## config.mk

```make
export PLATFORM = sky130hd
export DESIGN_NAME = shared_cell_arbiter
export DESIGN_NICKNAME = d
export VERILOG_FILES = /design/src/rtl/shcell_pkg.sv /design/src/rtl/shcell_match.sv /design/src/rtl/shcell_rules.sv /design/src/rtl/shcell_bank.sv /design/src/rtl/shared_cell_arbiter.sv
export SDC_FILE = /design/constraint.sdc
export NUM_CORES = 2
export LEC_CHECK = 0
export BUFFER_PORTS_ARGS = -buffer_cell sky130_fd_sc_hd__buf_2
export CAP_MARGIN = 10
export CORE_MARGIN = 1
export CORE_UTILIZATION = 35
export DETAILED_ROUTE_END_ITERATION = 6
export HOLD_SLACK_MARGIN = 0.02
export PLACE_DENSITY_LB_ADDON = 0.2
export SYNTH_ARGS = -nofsm -noshare
export SYNTH_HDL_FRONTEND = slang
export SYNTH_HIERARCHICAL = 1
export SYNTH_SLANG_ARGS = --single-unit
export TNS_END_PERCENT = 100
```

## constraint.sdc

```tcl
create_clock -name clk -period 4.6 [get_ports clk]
set_input_delay 0.23 -clock clk [delete_from_list [all_inputs] [get_ports clk]]
set_output_delay 0.23 -clock clk [all_outputs]
set_load 0.1 [all_outputs]
```

## src/rtl/shcell_pkg.sv

```systemverilog
package shcell_pkg;
  typedef enum logic [1:0] {
    MD_EXCL = 2'b00,
    MD_CRD  = 2'b01,
    MD_CMN  = 2'b10,
    MD_PRI  = 2'b11
  } md_e;
endpackage

```

## src/rtl/shcell_match.sv

```systemverilog
// Pairwise address and data comparators across all ports.
module shcell_match #(
  parameter int NP = 8,
  parameter int AW = 4,
  parameter int DW = 8
) (
  input  logic [NP*AW-1:0]        addr,
  input  logic [NP*DW-1:0]        wdata,
  output logic [NP-1:0][NP-1:0]   aeq,
  output logic [NP-1:0][NP-1:0]   deq
);
  for (genvar gi = 0; gi < NP; gi++) begin : g_row
    for (genvar gj = 0; gj < NP; gj++) begin : g_col
      assign aeq[gi][gj] = (addr[gi*AW +: AW] == addr[gj*AW +: AW]);
      assign deq[gi][gj] = (wdata[gi*DW +: DW] == wdata[gj*DW +: DW]);
    end
  end
endmodule

```

## src/rtl/shcell_rules.sv

```systemverilog
// Applies the selected discipline: per-port violation and write permission.
module shcell_rules import shcell_pkg::*; #(
  parameter int NP = 8
) (
  input  logic                    clk,
  input  logic                    rst_n,
  input  logic [1:0]              mode,
  input  logic [NP-1:0]           rd_req,
  input  logic [NP-1:0]           wr_req,
  input  logic [NP-1:0][NP-1:0]   aeq,
  input  logic [NP-1:0][NP-1:0]   deq,
  output logic [NP-1:0]           wr_ok,
  output logic [NP-1:0]           viol
);
  logic [NP-1:0] wcoll, wdiff, wlow, rcoll;
  logic [NP-1:0] wv, rv;

  always_comb begin
    wcoll = '0;
    wdiff = '0;
    wlow  = '0;
    rcoll = '0;
    for (int i = 0; i < NP; i++) begin
      for (int j = 0; j < NP; j++) begin
        if (j != i) begin
          if (wr_req[i] && wr_req[j] && aeq[i][j]) begin
            wcoll[i] = 1'b1;
            if (!deq[i][j]) wdiff[i] = 1'b1;
            if (j < i)      wlow[i]  = 1'b1;
          end
          if (rd_req[i] && rd_req[j] && aeq[i][j]) rcoll[i] = 1'b1;
        end
      end
    end
  end

  always_comb begin
    wv    = '0;
    rv    = '0;
    wr_ok = '0;
    case (md_e'(mode))
      MD_EXCL: begin
        wv    = wcoll;
        rv    = rcoll;
        wr_ok = wr_req & ~wcoll;
      end
      MD_CRD: begin
        wv    = wcoll;
        wr_ok = wr_req & ~wcoll;
      end
      MD_CMN: begin
        wv    = wdiff;
        wr_ok = wr_req & ~wdiff;
      end
      default: begin
        wr_ok = wr_req & ~wlow;
      end
    endcase
    viol = wv | rv;
  end

  a_r7_prio_no_flag: assert property (@(posedge clk) disable iff (!rst_n)
    (mode == MD_PRI) |-> (viol == '0));

  a_r5_shared_read_quiet: assert property (@(posedge clk) disable iff (!rst_n)
    (mode != MD_EXCL) |-> ((viol & ~wr_req) == '0));

  a_r10_idle_port_clean: assert property (@(posedge clk) disable iff (!rst_n)
    ((viol & ~rd_req & ~wr_req) == '0));

  a_r4_grant_needs_req: assert property (@(posedge clk) disable iff (!rst_n)
    ((wr_ok & ~wr_req) == '0));
endmodule

```

## src/rtl/shcell_bank.sv

```systemverilog
// Register array: per-cell winner select and enabled update.
module shcell_bank import shcell_pkg::*; #(
  parameter int NP = 8,
  parameter int AW = 4,
  parameter int DW = 8,
  localparam int NC = 1 << AW
) (
  input  logic              clk,
  input  logic              rst_n,
  input  logic [1:0]        mode,
  input  logic [NP-1:0]     wr_ok,
  input  logic [NP*AW-1:0]  addr,
  input  logic [NP*DW-1:0]  wdata,
  output logic [NC*DW-1:0]  cells
);
  logic [NC-1:0][NP-1:0] hit;
  logic [NC-1:0]         en;
  logic [NC*DW-1:0]      nxt;

  always_comb begin
    for (int c = 0; c < NC; c++) begin
      for (int i = 0; i < NP; i++) begin
        hit[c][i] = wr_ok[i] && (addr[i*AW +: AW] == AW'(c));
      end
    end
  end

  // lowest index overwrites last, so it wins
  always_comb begin
    en  = '0;
    nxt = cells;
    for (int c = 0; c < NC; c++) begin
      for (int i = NP - 1; i >= 0; i--) begin
        if (hit[c][i]) begin
          en[c] = 1'b1;
          nxt[c*DW +: DW] = wdata[i*DW +: DW];
        end
      end
    end
  end

  always_ff @(posedge clk or negedge rst_n) begin
    if (!rst_n) begin
      cells <= '0;
    end else begin
      for (int c = 0; c < NC; c++) begin
        if (en[c]) cells[c*DW +: DW] <= nxt[c*DW +: DW];
      end
    end
  end

  for (genvar gc = 0; gc < NC; gc++) begin : g_chk
    a_r4_single_commit: assert property (@(posedge clk) disable iff (!rst_n)
      (mode != MD_CMN) |-> $onehot0(hit[gc]));
  end
endmodule

```

## src/rtl/shared_cell_arbiter.sv

```systemverilog
module shared_cell_arbiter import shcell_pkg::*; #(
  parameter int NP = 8,
  parameter int AW = 4,
  parameter int DW = 8
) (
  input  logic              clk,
  input  logic              rst_n,
  input  logic [1:0]        mode,
  input  logic [NP-1:0]     rd_req,
  input  logic [NP-1:0]     wr_req,
  input  logic [NP*AW-1:0]  addr,
  input  logic [NP*DW-1:0]  wdata,
  output logic [NP*DW-1:0]  rdata,
  output logic [NP-1:0]     viol
);
  localparam int NC = 1 << AW;

  logic [1:0]             rst_sync;
  logic                   rst_int_n;
  logic [NP-1:0][NP-1:0]  aeq, deq;
  logic [NP-1:0]          wr_ok;
  logic [NC*DW-1:0]       cells;

  always_ff @(posedge clk or negedge rst_n) begin
    if (!rst_n) rst_sync <= 2'b00;
    else        rst_sync <= {rst_sync[0], 1'b1};
  end
  assign rst_int_n = rst_sync[1];

  shcell_match #(.NP(NP), .AW(AW), .DW(DW)) u_match (
    .addr (addr),
    .wdata(wdata),
    .aeq  (aeq),
    .deq  (deq)
  );

  shcell_rules #(.NP(NP)) u_rules (
    .clk   (clk),
    .rst_n (rst_int_n),
    .mode  (mode),
    .rd_req(rd_req),
    .wr_req(wr_req),
    .aeq   (aeq),
    .deq   (deq),
    .wr_ok (wr_ok),
    .viol  (viol)
  );

  shcell_bank #(.NP(NP), .AW(AW), .DW(DW)) u_bank (
    .clk  (clk),
    .rst_n(rst_int_n),
    .mode (mode),
    .wr_ok(wr_ok),
    .addr (addr),
    .wdata(wdata),
    .cells(cells)
  );

  for (genvar gp = 0; gp < NP; gp++) begin : g_rd
    assign rdata[gp*DW +: DW] = cells[addr[gp*AW +: AW]*DW +: DW];
  end

  a_r2_read_old_value: assert property (@(posedge clk) disable iff (!rst_int_n)
    (rd_req[0] && wr_req[1] && (addr[AW-1:0] == addr[2*AW-1:AW]) && !viol[1])
      |=> ($past(mode) == MD_CMN) || ($past(mode) == MD_PRI) || (rdata[DW-1:0] == $past(wdata[2*DW-1:DW])) || (addr[AW-1:0] != $past(addr[AW-1:0])) || wr_req[1] || wr_req[0]);
endmodule

```

==> results.sh <==
export IMPL_outcome="complete, but fails checks"
export IMPL_violations="design-rule violations"
export IMPL_grt_busiest_layer="met2"
export IMPL_met2_usage=0.647
export IMPL_areaGrowthSynthToFinish_pct=17.2
export IMPL_seq_power_share=0.260
export IMPL_met3_usage=0.150
export IMPL_hp_class="in2async"
export IMPL_report_final_slew_viol_count=0
export IMPL_layout_commonest_cell="buf_4"
export IMPL_final_nets=4002
export IMPL_hpwl_mm=152
export IMPL_power_share_switching=0.559
export IMPL_yosys_warnings=6
export IMPL_design_die_area_um2=84600
export IMPL_power_switching_mw=6.60
export IMPL_numCtsBuffers=17
export IMPL_cp_common_cell="nor2_1"
export IMPL_synthCells=3557
export IMPL_critPathKind="in2reg"
export IMPL_grt_pass1_wl_mm=275
export IMPL_p_int_mw=5.21
export IMPL_synth_net_count=3673
export IMPL_syn_mean_instance_area_um2=8.21
export IMPL_fin_cells=4977
export IMPL_tightest_slew_ns=1.18
export IMPL_cts_tree="yes"
export IMPL_arrival_ns=4.90
export IMPL_fin_skew_ns=0.00871
export IMPL_grt_setup_unrepaired="false"
export IMPL_clockBufferDepth=2
export IMPL_finalCritPeriodShare=0.995
export IMPL_chipWidth_um=291
export IMPL_dp_slack_ns=-0.0962
export IMPL_initial_core_util=0.355
export IMPL_dpl_cell_count=4936
export IMPL_drive_gt1_frac=0.271
export IMPL_leakagePower_nw=12.8
export IMPL_maxCapViolations=0
export IMPL_grtUsageTotal=0.460
export IMPL_drt_total_wl_mm=202
export IMPL_fp_row_count=105
export IMPL_synth_area_um2=29200
export IMPL_path_clk_slew_ns=0.06
export IMPL_die_y_um=291
export IMPL_gp_congestion=1.07
export IMPL_finalSetupViolCount=0
export IMPL_maxSlewHeadroom=0.207
export IMPL_dr_pass1_iters=7
export IMPL_clock_latency_ns=0.45
export IMPL_clkPwrFrac=0.129
export IMPL_coreArea_um2=82400
export IMPL_tns_ns=0
export IMPL_htreeDepth=4
export IMPL_startpoint_type="primary input"
export IMPL_combPwrFrac=0.612
export IMPL_max_freq_mhz=218
export IMPL_period_needed_ns=4.58
export IMPL_grt_pass1_vias=33200
export IMPL_path_cells="buf_2, xnor2_1, nand4_1, nor2_1, o221ai_1, o311a_1, nor3_1, buf_4, or3b_1, nor2_1, nor2_2, a221oi_1, a2bb2oi_1, a21oi_1"
export IMPL_wl_per_cell_um=40.6
export IMPL_port_buffers=187
export IMPL_cp_end_kind="flop"
export IMPL_ant_nets=0
export IMPL_power_density_nw_per_um2=345
export IMPL_pin_count=188
export IMPL_cp_max_fo=11
export IMPL_grt_overflow_total=0
export IMPL_detail_route_vias_per_cell=7.28
export IMPL_drcViolationCount=31
export IMPL_antenna_found_initial=23
export IMPL_worstPathRequired_ns=4.92
export IMPL_cp_slowest_stage_delay_ns=0.62
export IMPL_mostFrequentLayoutCells="buf_4 (566), nand2_1 (373), nor2_1 (340)"
export IMPL_vias=36300
export IMPL_hold_viol=0
export IMPL_drt_initial_drc_count=6692
export IMPL_clock_sinks=130
export IMPL_grt_max_degree=129
export IMPL_met1_usage=0.611
export IMPL_cts_root_buf="clkbuf_16"
export IMPL_setup_ws_ns=0.0227
export IMPL_fin_hold_ws_ns=0.0858
export IMPL_crit_slowest_cell="nor3_1"
export IMPL_irDropWorstVdd_mv=0.404
## cell type report
class	count	area (um^2)
Clock inverter	14	203
Antenna cell	9	22.5
Fill cell	8414	48100
Multi-Input combinational cell	2950	23400
Timing Repair Buffer	772	5570
Clock buffer	17	425
Sequential cell	130	3260
Inverter	15	56.3
Tap cell	1070	1340
## sequential cells by signal (all words and copies together) (netlist names)
signal / count
rst_sync: 2
u_bank/cells: 128
## critical path, delay by kind of cell
family	cells	cell delay [ns]
and+or+nand+nor	6	2.36
AOI/OAI and AO/OA	5	1.49
xor gates and xnor gates	1	0.17
buffers and inverters	2	0.62
## worst paths after layout
| check | startpoint | end | slack (ns) | cells after the start |
|---|---|---|---|---|
| hold reg to reg | rst_sync[0] | rst_sync[1] | 0.35 | 0 |
| setup reg to reg | u_bank/cells[33] | u_bank/cells[33] | 3.42 | 2 |
| min in group clk | rst_sync[0] | rst_sync[1] | 0.35 | 0 |
| max in group asynchronous | rst_sync[1] | u_bank/cells[24] | 3.53 | 1 |
| setup / recovery | wdata[56] | u_bank/cells[25] | 0.02 | 14 |
| hold / removal | rst_n | rst_sync[1] | 0.09 | 2 |
## metrics by stage
step / area (um^2) / power (mW) / util
finish: 34200 / 11.8 / 0.416
global route: 34200 / 12.0 / 0.415
CTS: 34200 / 11.5 / 0.415
detailed placement: 33600 / 9.94 / 0.408
global placement: 33600 / 9.92 / 0.407
floorplan: 29200 / 7.16 / -
## power by group through the flow
stage                     clock (mW)  combinational [mW]  sequential (mW)
after global routing            1.56                7.38             3.06
after detailed placement           0                6.99             2.95
final                           1.52                7.22             3.07
after floorplan                    0                5.03             2.13
after global placement             0                7.00             2.92
after CTS                       1.52                7.00             2.93
## per-layer routing
metal  wire (um)  part of all wire
met2       81900              0.41
met1       78400              0.39
met4       14200             0.070
met3       27600              0.14
met5          57           0.00028
## timing repair
action                    CTS  global route
hold endpoints to repair    2             0
hold buffers                1             0
setup buffers               0             0
gates resized for setup     0             0
Note: power is estimated with default switching activity, not from simulation.
